**src/rtl/bootdec_pkg.sv**
```systemverilog
package bootdec_pkg;
    // Target codes; also the index of each target in the return-data array.
    typedef enum logic [1:0] {
        TGT_BOOT = 2'd0,
        TGT_CART = 2'd1,
        TGT_JOY  = 2'd2,
        TGT_IMEM = 2'd3
    } target_e;

    localparam int NUM_TGT = 4;
endpackage

```
**src/rtl/bootdec_region.sv**
```systemverilog
module bootdec_region
    import bootdec_pkg::*;
#(
    parameter int ADDR_W = 16,
    parameter int BOOT_BYTES = 256,
    parameter logic [ADDR_W-1:0] ROM_LIMIT = 16'h8000,
    parameter logic [ADDR_W-1:0] XRAM_LO = 16'hA000,
    parameter logic [ADDR_W-1:0] XRAM_HI = 16'hC000,
    parameter logic [ADDR_W-1:0] JOY_ADDR = 16'hFF00
) (
    input  logic [ADDR_W-1:0] addr,
    input  logic              is_write,
    input  logic              overlay_on,
    output target_e           tgt
);
    localparam logic [ADDR_W-1:0] BOOT_LIMIT = ADDR_W'(BOOT_BYTES);

    logic in_boot_d, in_rom_d, in_xram_d, is_joy_d;

    always_comb begin
        in_boot_d = (addr < BOOT_LIMIT);
        in_rom_d  = (addr < ROM_LIMIT);
        in_xram_d = (addr >= XRAM_LO) && (addr < XRAM_HI);
        is_joy_d  = (addr == JOY_ADDR);

        // Overlay only answers reads; writes fall through to the cartridge.
        if (in_boot_d && overlay_on && !is_write) begin
            tgt = TGT_BOOT;
        end else if (in_rom_d || in_xram_d) begin
            tgt = TGT_CART;
        end else if (is_joy_d && !is_write) begin
            tgt = TGT_JOY;
        end else begin
            tgt = TGT_IMEM;
        end
    end
endmodule

```
**src/rtl/bootdec_lock.sv**
```systemverilog
module bootdec_lock #(
    parameter int ADDR_W = 16,
    parameter int DATA_W = 8,
    parameter logic [ADDR_W-1:0] LOCK_ADDR = 16'hFF50
) (
    input  logic              clk,
    input  logic              rst_n,
    input  logic              wr_en,
    input  logic [ADDR_W-1:0] addr,
    input  logic [DATA_W-1:0] wdata,
    output logic              overlay_on
);
    typedef struct packed {
        logic locked;
    } lock_t;

    lock_t lock_d, lock_q;

    always_comb begin
        lock_d = lock_q;
        // Set-only: nothing but reset ever clears the flag.
        if (wr_en && (addr == LOCK_ADDR) && (wdata != '0)) begin
            lock_d.locked = 1'b1;
        end
    end

    always_ff @(posedge clk or negedge rst_n) begin
        if (!rst_n) begin
            lock_q <= '0;
        end else begin
            lock_q <= lock_d;
        end
    end

    assign overlay_on = !lock_q.locked;
endmodule

```
**src/rtl/bootdec_rdreg.sv**
```systemverilog
module bootdec_rdreg
    import bootdec_pkg::*;
#(
    parameter int DATA_W = 8
) (
    input  logic                            clk,
    input  logic                            rst_n,
    input  logic                            rd_take,
    input  target_e                         tgt,
    input  logic [NUM_TGT-1:0][DATA_W-1:0]  src_data,
    output logic [DATA_W-1:0]               rdata,
    output logic                            rvalid
);
    typedef struct packed {
        logic [DATA_W-1:0] data;
        logic              valid;
    } ret_t;

    ret_t ret_d, ret_q;

    always_comb begin
        ret_d       = ret_q;
        ret_d.valid = rd_take;
        if (rd_take) begin
            ret_d.data = src_data[tgt];
        end
    end

    always_ff @(posedge clk or negedge rst_n) begin
        if (!rst_n) begin
            ret_q <= '0;
        end else begin
            ret_q <= ret_d;
        end
    end

    assign rdata  = ret_q.data;
    assign rvalid = ret_q.valid;
endmodule

```
**src/rtl/boot_overlay_decoder.sv**
```systemverilog
module boot_overlay_decoder
    import bootdec_pkg::*;
#(
    parameter int ADDR_W = 16,
    parameter int DATA_W = 8,
    parameter int BOOT_BYTES = 256,
    parameter logic [ADDR_W-1:0] LOCK_ADDR = 16'hFF50,
    parameter logic [ADDR_W-1:0] JOY_ADDR = 16'hFF00
) (
    input  logic              clk,
    input  logic              rst_n,
    input  logic [ADDR_W-1:0] cpu_addr,
    input  logic [DATA_W-1:0] cpu_wdata,
    input  logic              cpu_rd,
    input  logic              cpu_wr,
    output logic [DATA_W-1:0] cpu_rdata,
    output logic              cpu_rvalid,
    output logic              boot_sel,
    output logic              cart_sel,
    output logic              joy_sel,
    output logic              imem_sel,
    input  logic [DATA_W-1:0] boot_rdata,
    input  logic [DATA_W-1:0] cart_rdata,
    input  logic [DATA_W-1:0] joy_rdata,
    input  logic [DATA_W-1:0] imem_rdata,
    output logic              overlay_active
);
    logic                           access;
    logic                           rd_take;
    logic                           overlay_on;
    target_e                        tgt;
    logic [NUM_TGT-1:0]             sel;
    logic [NUM_TGT-1:0][DATA_W-1:0] src_data;

    assign access  = cpu_rd || cpu_wr;
    // A combined strobe is a write; it never returns data.
    assign rd_take = cpu_rd && !cpu_wr;

    bootdec_region #(
        .ADDR_W     (ADDR_W),
        .BOOT_BYTES (BOOT_BYTES),
        .JOY_ADDR   (JOY_ADDR)
    ) u_region (
        .addr       (cpu_addr),
        .is_write   (cpu_wr),
        .overlay_on (overlay_on),
        .tgt        (tgt)
    );

    bootdec_lock #(
        .ADDR_W    (ADDR_W),
        .DATA_W    (DATA_W),
        .LOCK_ADDR (LOCK_ADDR)
    ) u_lock (
        .clk        (clk),
        .rst_n      (rst_n),
        .wr_en      (cpu_wr),
        .addr       (cpu_addr),
        .wdata      (cpu_wdata),
        .overlay_on (overlay_on)
    );

    assign src_data[int'(TGT_BOOT)] = boot_rdata;
    assign src_data[int'(TGT_CART)] = cart_rdata;
    assign src_data[int'(TGT_JOY)]  = joy_rdata;
    assign src_data[int'(TGT_IMEM)] = imem_rdata;

    bootdec_rdreg #(
        .DATA_W (DATA_W)
    ) u_rdreg (
        .clk      (clk),
        .rst_n    (rst_n),
        .rd_take  (rd_take),
        .tgt      (tgt),
        .src_data (src_data),
        .rdata    (cpu_rdata),
        .rvalid   (cpu_rvalid)
    );

    for (genvar g = 0; g < NUM_TGT; g++) begin : g_sel
        assign sel[g] = access && (tgt == target_e'(g));
    end

    assign boot_sel       = sel[int'(TGT_BOOT)];
    assign cart_sel       = sel[int'(TGT_CART)];
    assign joy_sel        = sel[int'(TGT_JOY)];
    assign imem_sel       = sel[int'(TGT_IMEM)];
    assign overlay_active = overlay_on;
endmodule

```
**config.mk**
```make
export PLATFORM = sky130hd
export DESIGN_NAME = boot_overlay_decoder
export DESIGN_NICKNAME = d
export VERILOG_FILES = /design/src/rtl/bootdec_pkg.sv /design/src/rtl/bootdec_region.sv /design/src/rtl/bootdec_lock.sv /design/src/rtl/bootdec_rdreg.sv /design/src/rtl/boot_overlay_decoder.sv
export SDC_FILE = /design/constraint.sdc
export NUM_CORES = 1
export LEC_CHECK = 0
export ABC_CLOCK_PERIOD_IN_PS = 4400
export BUFFER_PORTS_ARGS = -buffer_cell sky130_fd_sc_hd__buf_2
export CAP_MARGIN = 10
export CORE_MARGIN = 2
export CORE_UTILIZATION = 35
export DETAILED_ROUTE_END_ITERATION = 12
export GPL_TIMING_DRIVEN = 0
export HOLD_SLACK_MARGIN = 0.05
export PLACE_DENSITY = 0.77
export SYNTH_ARGS = -nofsm -noshare
export SYNTH_HDL_FRONTEND = slang
export SYNTH_HIERARCHICAL = 1
export SYNTH_SLANG_ARGS = --single-unit
```
**constraint.sdc**
```tcl
create_clock -name clk -period 4.4 [get_ports clk]
set_clock_uncertainty 0.1 [all_clocks]
set_input_delay 0.44 -clock clk [delete_from_list [all_inputs] [get_ports clk]]
set_output_delay 0.44 -clock clk [all_outputs]
set_load 0.1 [all_outputs]
```
**After elaboration in Yosys (flattened, before gate mapping)**

Cells that the tools add are included.
W data, S select, Z words.

- Flip-flop bits (word level): 10
- Input bits: 60
- Output and inout bits: 14
- Word-level logic and storage cells: 35

- $lt $le $gt $ge: 5
- Eq/ne operators: 5
- Multiplexer cells: 5
- Reduce and logical (&&, ||, !) cells: 17

Operators by type and width:

| kind | number |
|---|---|
| $eq A16 B16 Y1 const B | 2 |
| $lt A16 B16 Y1 const B | 2 |
| $bmux W8 S2 | 1 |
| $ge A16 B16 Y1 const B | 1 |
| $lt A16 B9 Y1 const B | 1 |
| $logic_and A1 B1 Y1 | 11 |
| $mux W8 | 1 |
| $reduce_bool A8 Y1 | 1 |
| $eq A2 B2 Y1 const B | 2 |
| $mux W2 | 2 |
| $lt A2 B3 Y1 const B | 1 |
| $eq A2 B1 Y1 const B | 1 |
| $logic_not A1 Y1 | 2 |
| $logic_not A2 Y1 | 1 |
| $logic_or A1 B1 Y1 | 2 |
| $mux W1 | 1 |

**Longest topological paths before layout**

Gate-level depths: netlist (run 1).

- Word-level depth: 7
- Mapped depth: 7
- Mapped depth without buffers: 5

**Hierarchy**

Netlist (run 1), hierarchy kept.

By module, submodules not included:

| module | times used | cells each | area an instance (um2) | seq. area each (um2) |
|---|---|---|---|---|
| bootdec_rdreg | 1 | 46 | 550.5 | 225.2 |
| bootdec_region | 1 | 12 | 107.6 | 0.0 |
| bootdec_lock | 1 | 12 | 95.1 | 25.0 |
| boot_overlay_decoder | 1 | 7 | 40.0 | 0.0 |

**Worst setup path before layout (run 1)**

No wires, ideal clock.

- Path kind: input to output
- From: input port cpu_addr[1]
- To: output port joy_sel
- Arrival time: 3,644 ps
- Data required time: 3,860 ps
- Setup slack: 216 ps
- Cell stages on the path: 4
- Path buffers: 0
- Cells stage by stage: or4_4 -> nor4_2 -> a31oi_1 -> nor3b_1

- Longest elaborated chain between the ends: 7
- Elaborated cells between the ends (all ways): 15
- Classes of those cells: order compare: 4; eq/ne: 2; mux: 3; reduce/logical: 6

Ends and longest elaborated chain:

| what | RTL line | text |
|---|---|---|
| start: declaration | boot_overlay_decoder.sv:12 | `input logic [ADDR_W-1:0] cpu_addr,` |
| $ge A16 B16 Y1 (tied with other cells) | bootdec_region.sv:23 | `in_xram_d = (addr >= XRAM_LO) && (addr < XRAM_HI);` |
| $logic_and A1 B1 Y1 (on tied branches) | bootdec_region.sv:23, bootdec_region.sv:31 |  |
| $logic_or A1 B1 Y1 or $mux W1 (tied branches) | bootdec_region.sv:29, bootdec_region.sv:31 |  |
| $mux W2 | bootdec_region.sv:29 | `end else if (in_rom_d \|\| in_xram_d) begin` |
| $mux W2 * | bootdec_region.sv:27 | `if (in_boot_d && overlay_on && !is_write) begin` |
| via tgt[0] | boot_overlay_decoder.sv:31 | `target_e tgt;` |
| $eq A2 B2 Y1 * | boot_overlay_decoder.sv:81 | `assign sel[g] = access && (tgt == target_e'(g));` |
| $logic_and A1 B1 Y1 * | boot_overlay_decoder.sv:81 |  |
| end: declaration | boot_overlay_decoder.sv:20 | `output logic joy_sel,` |

The timed path passes the listed nets; every way through them passes the cells marked *.

**Final worst setup path (run 1)**

Ends and elaborated chain as after synthesis.

==> impl_summary.md, run 1 <==
Status
The flow ran to the end, and the final reports show no timing, DRC or antenna violations.

Timing
For the pin with the worst max-slew slack, the measured transition is 550 ps. For the final routed database, the setup TNS stands at 0 ps. In this run the tightest slew margin relative to its limit is 63.0%.

The number of hold violations in the final report is 0. On the final layout, the worst hold slack is 368 ps. The number of max-slew violations in the final report is 0. The fmax is 363 MHz. Setup repair after global routing left no endpoint under its margin.

The count of final setup violators is 0. Counting I/O delays and the setup requirement, the final critical path takes 2760 ps. The minimum setup slack in the final design is 1640 ps. The worst path uses 62.7% of the clock period.

Route
In the routed design, unresolved DRC markers number 0. The total wirelength of the detailed-routed design is 2400 microns. The first detailed-routing pass ran for 4 iterations. The count of nets left with antenna violations once routing finished came out at 0.

Using the TritonRoute via totals, the vias-per-cell ratio works out to 5.05. Detailed routing inserted a total of 920 vias. The wire length per cell is 13.2 microns. The DRC violation total after the first TritonRoute iteration is 14.

Logic synthesis
The instance count of the mapped netlist is 77. The share of synthesized flip-flops with an asynchronous set or reset is 100%. The cell area after synthesis is 793 sq um. The number of nets in the synthesized netlist is 137. The sequential-to-total area share from yosys stat is 31.5%. During synthesis, Yosys emitted a total of 6 warnings.

The count of cell types in the netlist is 25. The leading register cell type out of synthesis is sky130_fd_sc_hd__dfrtp_1. The number of synthesized flops with an enable pin is 0.

After synthesis the netlist holds a flip-flop and latch count of 10. The average size of a mapped cell is 10.3 sq um.

Final layout
The count of antenna diodes in the layout is 0. The layout overhead on the synthesized area is 54.6%. The final cell count without fillers is 182. The fill cell total of the finished layout is 217.

The proportion of layout cells with a drive suffix above 1 is 53.2%. The net count of the finished layout is 216. At the end of the flow the core is filled with cells to 56.5%.

Setup path
The type of the setup path with the least slack is primary input to primary output. At the worst endpoint, the arrival time is 2220 ps. The required arrival time at the worst endpoint is 3860 ps. STA classifies the critical path startpoint as a primary input. The path depth of the worst reg2reg path is 7.

STA classifies the critical path endpoint as a primary output. Of all nets on the critical path, the largest fanout is 5. For flop-to-flop paths, the worst setup slack is 2480 ps. The source of the worst register-to-register timing path is u_lock/lock_q.

The worst reg2reg path endpoint is u_rdreg/rdata[4].

Global routing
The initial antenna violation count is 0. The total global-route track usage is 19.1%. The first global-routing pass estimated 3890 microns of wire. The via count of the first global-routing pass is 933.

The maximum number of pins on one net before global-route repair is 12. Global routing finished with a remaining overflow of 0.

Power and ir drop
For this design the total switching power over the nets is 0.164 mW. The power per unit of standard cell area is 280 mW/mm^2. The clock network burns 16.9% of the power. IR analysis of the VDD net gives a maximum drop of 0.000208 V. In this run switching power makes up 47.8% of total power. Summed over all cells, the static leakage comes to 0.722 nW.

In this run, flip-flops and latches consume 31.9% of the power. The internal power summed over all cells is 0.179 mW. Combinational logic burns 51.2% of the power.

Clock network
The root buffer selected by CTS is sky130_fd_sc_hd__clkbuf_4. Clock tree synthesis found a total of 10 sinks. After clock tree synthesis, the setup repair step added 0 buffers. The number of clock buffers inserted by TritonCTS is 3. TritonCTS built the clock tree.

After clock tree synthesis, the clock-pin slew on the worst setup and hold paths is 60 ps. The clock passes through at most 2 buffers. CTS built an H-tree with a depth of 1. Clock latency on the worst-skew pair, taken at its later pin, is 250 ps.

Placement
The cell total after placement is 178. The count of buffers added on input and output ports is 73. The total half-perimeter wirelength after legalization and detailed placement is 2050 microns. The congestion estimate from routability-driven global placement came to 0.780. Before CTS, the worst setup slack after placement is 1650 ps.

Worst hold path
Counting instances, the worst hold path has a depth of 1. The min-delay analysis places its worst path in the category flip-flop to flip-flop. The path with the worst hold slack has its endpoint at u_lock/lock_q. In this run the most critical hold path is launched from u_lock/lock_q.

Die
The core footprint is 0.00217 sq mm. The floorplan row count is 17. The die area is 0.00266 sq mm.

The x dimension of the die is 51.6 microns. The initial utilization of the core area, before any placement, comes to 36.6%. 74 I/O pins were placed. The floorplan step set the die height to 51.6 microns.

Flow run
The count of max-cap constraint violations is 0.
-- layout make-up --
type | instances | area, sq um | area share [%]
plain buffers | 3 | 35.0 | 2.86
inverters | 2 | 7.51 | 0.612
flip-flops and latches | 10 | 250 | 20.4
well taps | 28 | 35.0 | 2.86
clock buffers | 3 | 22.5 | 1.84
multi-input cells | 62 | 500 | 40.8
repair buffers | 74 | 375 | 30.6
-- cells in the final DEF (no fill, tap or decap), types with 2 or more instances in the layout --
cell type	synthesis	routed
sky130_fd_sc_hd__nand2b_1	10	10
sky130_fd_sc_hd__nor2_1	5	5
sky130_fd_sc_hd__dfrtp_1	10	10
sky130_fd_sc_hd__nand2_1	3	3
sky130_fd_sc_hd__clkbuf_4	0	3
sky130_fd_sc_hd__o221ai_1	8	8
sky130_fd_sc_hd__mux2i_1	16	16
sky130_fd_sc_hd__nor4_1	4	4
sky130_fd_sc_hd__inv_1	2	2
sky130_fd_sc_hd__buf_2	0	73
sky130_fd_sc_hd__nor3b_1	2	2
sky130_fd_sc_hd__nand4_1	2	2
-- cell usage after synthesis, drive strengths merged (2+ instances only) --
cell type	n	area share, %
buf	3	4.4
dfrtp	10	32
inv	2	0.95
mux2i	16	20
nand2	3	1.4
nand2b	10	7.9
nand4	2	1.6
nor2	5	2.4
nor3b	2	1.9
nor4	5	4.7
o221ai	8	8.8
-- kinds of logic (layout without fill, tap and decap cells) --
logic type | count (synthesis) | after routing | share of synthesized area, %
AO/OA/AOI/OAI | 12 | 12 | 12.8
buffers and inverters | 5 | 82 | 5.36
flip-flops | 10 | 10 | 31.5
multiplexers | 16 | 16 | 20.2
AND/OR/NAND/NOR | 34 | 34 | 30.1
-- flip-flops by register name (all words and copies together) (netlist names) --
register / cells
u_rdreg/rvalid: 1
u_rdreg/rdata: 8
u_lock/lock_q: 1
-- worst max path at each step --
stage,startpoint,to,slack [ps],cells after the start
detailed placement,cpu_addr[1],joy_sel,1650,6
global placement,cpu_addr[1],joy_sel,1650,6
CTS,cpu_addr[1],joy_sel,1650,6
finish,cpu_addr[1],joy_sel,1640,6
floorplan,cpu_addr[1],joy_sel,220,4
global route,cpu_addr[1],boot_sel,1530,6
-- power by group through the flow --
| stage | Combinational, mW | Clock (mW) | Sequential [mW] |
|---|---|---|---|
| floorplan | 0.0371 | 0 | 0.197 |
| global placement | 0.174 | 0 | 0.111 |
| detailed placement | 0.176 | 0 | 0.111 |
| CTS | 0.177 | 0.0604 | 0.110 |
| global route | 0.185 | 0.0653 | 0.111 |
| finish | 0.176 | 0.0580 | 0.110 |
-- worst max-delay path: stages --
cell	delay [ps]
sky130_fd_sc_hd__buf_2	100
sky130_fd_sc_hd__or4_4	520
sky130_fd_sc_hd__nor4_2	250
sky130_fd_sc_hd__a31oi_1	220
sky130_fd_sc_hd__nor3b_1	230
sky130_fd_sc_hd__buf_2	450
-- metrics by stage --
step | area, sq um | total power [mW]
2_1_floorplan | 793 | 0.235
3_3_place_gp | 1190 | 0.284
3_5_place_dp | 1190 | 0.287
4_1_cts | 1230 | 0.347
5_1_grt | 1230 | 0.361
6_report | 1230 | 0.343
-- layer usage --
layer	track usage (%)	vias to the layer above	part of all wire (%)
met5	0	-	0
met4	5.26	0	0.79
met3	2.59	2	3.2
met2	36.3	21	58
met1	22.2	437	38
li1	-	460	-
-- repair_timing --
item / 4_1_cts / 5_1_grt
resized for setup: 0 / 0
endpoints found under the hold margin: 10 / 0
hold buffers: 1 / 0
No activity file was read; power rests on OpenSTA's default activity.
==> run 2, diff against run 1 <==
ABC_CLOCK_PERIOD_IN_PS = 2550   (was 4400)
clock period = 2.55 ns   (was 4.4 ns; I/O delays follow)
==> run 2 against run 1 <==
Net effect: die area is the same; sequential share of layout area shrank 0.97 points; routed wire length shrank 1.5%; utilization grew 2.8 points; register-to-register slack lost 1900 ps; flip-flop and latch count is the same; hold slack lost 170 ps; critical path type unchanged.
==> impl_summary.md, run 2 (synthesized netlist as in run 1, its figures left out) <==
Worst hold path
The sink of the worst hold path is u_lock/lock_q. The worst hold path cell count came to 2 (+1). The min-delay analysis places its worst path in the category primary input to flip-flop. The worst hold path begins at cpu_wr.

Die
The die area is 0.00266 sq mm (unchanged). The floorplan row count is 17 (unchanged). The initial core utilization came to 36.6% (unchanged). The top-level port count was 74 (unchanged). The core footprint is 0.00217 sq mm (unchanged). The height of the chip is 51.6 microns (unchanged). The x dimension of the die is 51.6 microns (unchanged).

Setup path
The cell that appears most often on the critical path is sky130_fd_sc_hd__buf_2. The path depth of the worst reg2reg path was 7 (unchanged). The worst reg-to-reg setup slack came to 550 ps (-1930 ps). The maximum fanout along the worst path is 5 (unchanged).

The required arrival time at the worst endpoint is 2190 ps (-1670 ps). The type of the setup path with the least slack is primary input to primary output. The type of origin of the critical path is a primary input. The worst setup path is captured at a primary output. On the critical path the largest part of the delay comes from simple AND/OR/NAND/NOR gates.

The worst register-to-register path begins at u_lock/lock_q. On the critical path, the stage with the largest delay is an instance of sky130_fd_sc_hd__or4_4. The total buffers and inverters traversed by the critical path is 2 (unchanged). The worst register-to-register path ends at u_rdreg/rdata[1]. The critical path goes through buf_2 > or4_4 > nor4_2 > a31oi_2 > nor3b_4 > buf_2. The largest stage delay on the critical path was 520 ps (about the same). The endpoint arrival time on the critical path is 2080 ps (-140 ps).

Final layout
The net count of the finished layout is 216 (unchanged). Leaving out fill and tap cells, the most frequent cell in the layout is sky130_fd_sc_hd__buf_2. The final cell count without fillers was 183 (+0.55%).

The number of flip-flops under the largest register name came to 8 (unchanged). The fill cell total of the finished layout came to 204 (-6.0%). The count of antenna diodes in the layout is 0 (unchanged). The top cell types in the final layout, fill and taps aside, are 73 x sky130_fd_sc_hd__buf_2, 16 x sky130_fd_sc_hd__mux2i_1, 10 x sky130_fd_sc_hd__dfrtp_1, 10 x sky130_fd_sc_hd__nand2b_1, 8 x sky130_fd_sc_hd__o221ai_1. The layout overhead on the synthesized area is 62.3%.

The proportion of layout cells with a drive suffix above 1 is 56.8% (+3.5 points). The final core area utilization came to 59.3% (+2.8 points).

Route
The post-detailed-route count of antenna-violating nets is 0 (unchanged). The total wirelength of the detailed-routed design is 2370 microns (-1.5%). The total DRC errors in the routed layout is 0 (unchanged). The total vias in the final route is 915 (-0.54%). The length of the first detailed-routing pass in iterations was 4 (unchanged).

The DRC violation total after the first TritonRoute iteration was 5 (-9). The via count normalized by instance count is 5.00 (-1.1%). The wire length per cell is 12.9 microns (-2.0%).

Timing
The ratio of final minimum period to clock period is 95.3%. The total negative slack is 0 ps (unchanged). Setup repair after global routing left no endpoint under its margin. The fmax is 411 MHz. The relative slew slack is 30.9% (-32 points). The number of hold violations in the final report is 0 (unchanged). The number of max-slew violations in the final report is 0 (unchanged).

The post-route worst hold slack is 198 ps (-170 ps). The clock period could shrink to 2430 ps. The count of final setup violators is 0 (unchanged). The transition time at the pin with the least slew margin was 1030 ps (+477 ps).

Placement
The cell total after placement was 178 (unchanged). The total half-perimeter wirelength after legalization and detailed placement was 2070 microns (+1.3%). The final estimated routing congestion in global placement is 0.839 (+7.6%). The port buffer count came to 73 (unchanged).

Global routing
The total global-route track usage is 18.6% (-0.56 points). The global-route wire length before repair is 3640 microns (-6.4%). The maximum number of pins on one net before global-route repair is 12 (unchanged). The leftover overflow at the end of global routing is 0 (unchanged). The initial antenna violation count was 0 (unchanged). The via count of the first global-routing pass is 870 (-6.8%).

Clock network
The clock transition at the register clock pins on the worst setup and hold paths after CTS came to 60 ps (about the same). The number of clock buffers inserted by TritonCTS is 3 (unchanged). The number of H-tree levels is 1 (unchanged). The clock latency reported for the late side of the worst-skew pair is 260 ps (about the same).

The clock tree from TritonCTS is built. The root buffer selected by CTS is sky130_fd_sc_hd__clkbuf_4. The number of sinks handled by clock tree synthesis is 10 (unchanged). The clock tree buffer depth is 2 (unchanged).

Status
The flow ran to the end, and the final reports show no timing, DRC or antenna violations.

Power and ir drop
The cell leakage power is 0.742 nW (+2.7%). The total power draw is 0.638 mW (+86%). The power per unit of standard cell area is 496 mW/mm^2 (+77%).

The peak supply drop came to 0.000313 V (+50%).

Flow run
The count of max-cap constraint violations was 0 (unchanged).
==> run 2: per-layer routing <==
| layer | wire length (microns) | track usage (%) |
|---|---|---|
| met1 | 896 | 19.5 |
| met2 | 1280 | 34.2 |
| met5 | 0 | 0 |
| met3 | 145 | 3.45 |
| met4 | 48 | 11.0 |
==> run 2: cell type report <==
cell class                      instances  area, sq um  share of cell area [%]
Inverter                                2         7.51                   0.583
Multi-Input combinational cell         62          548                    42.6
Timing Repair Buffer                   74          375                    29.2
Sequential cell                        10          250                    19.4
Buffer                                  3         35.0                    2.72
Clock buffer                            4         36.3                    2.82
Tap cell                               28         35.0                    2.72
==> run 2: what timing repair did <==
action / in CTS / in global routing
gates resized for setup: 0 / 0
setup buffers: 0 / 0
hold endpoints to repair: 10 / 0
hold buffers: 1 / 0
==> run 2: power breakdown <==
part / switching, mW / leakage (nW) / internal (mW)
registers: 0.0102 / 0.126 / 0.179
logic: 0.232 / 0.594 / 0.0790
clock network: 0.0518 / 0.0210 / 0.0866
total: 0.294 / 0.742 / 0.344
==> run 2: metrics by stage <==
stage	area (sq um)	setup WS, ps
global placement	1240	112
floorplan	841	-125
CTS	1290	109
finish	1290	119
detailed placement	1240	111
global route	1290	39.5
==> run 2: worst max path at each step <==
stage / start / endpoint / slack, ps / cells after the start
global route: cpu_addr[1] / joy_sel / 40 / 6
finish: cpu_addr[1] / joy_sel / 120 / 6
detailed placement: cpu_addr[1] / joy_sel / 110 / 6
CTS: cpu_addr[1] / joy_sel / 110 / 6
global placement: cpu_addr[1] / joy_sel / 110 / 6
floorplan: u_lock/lock_q / cart_sel / -120 / 4
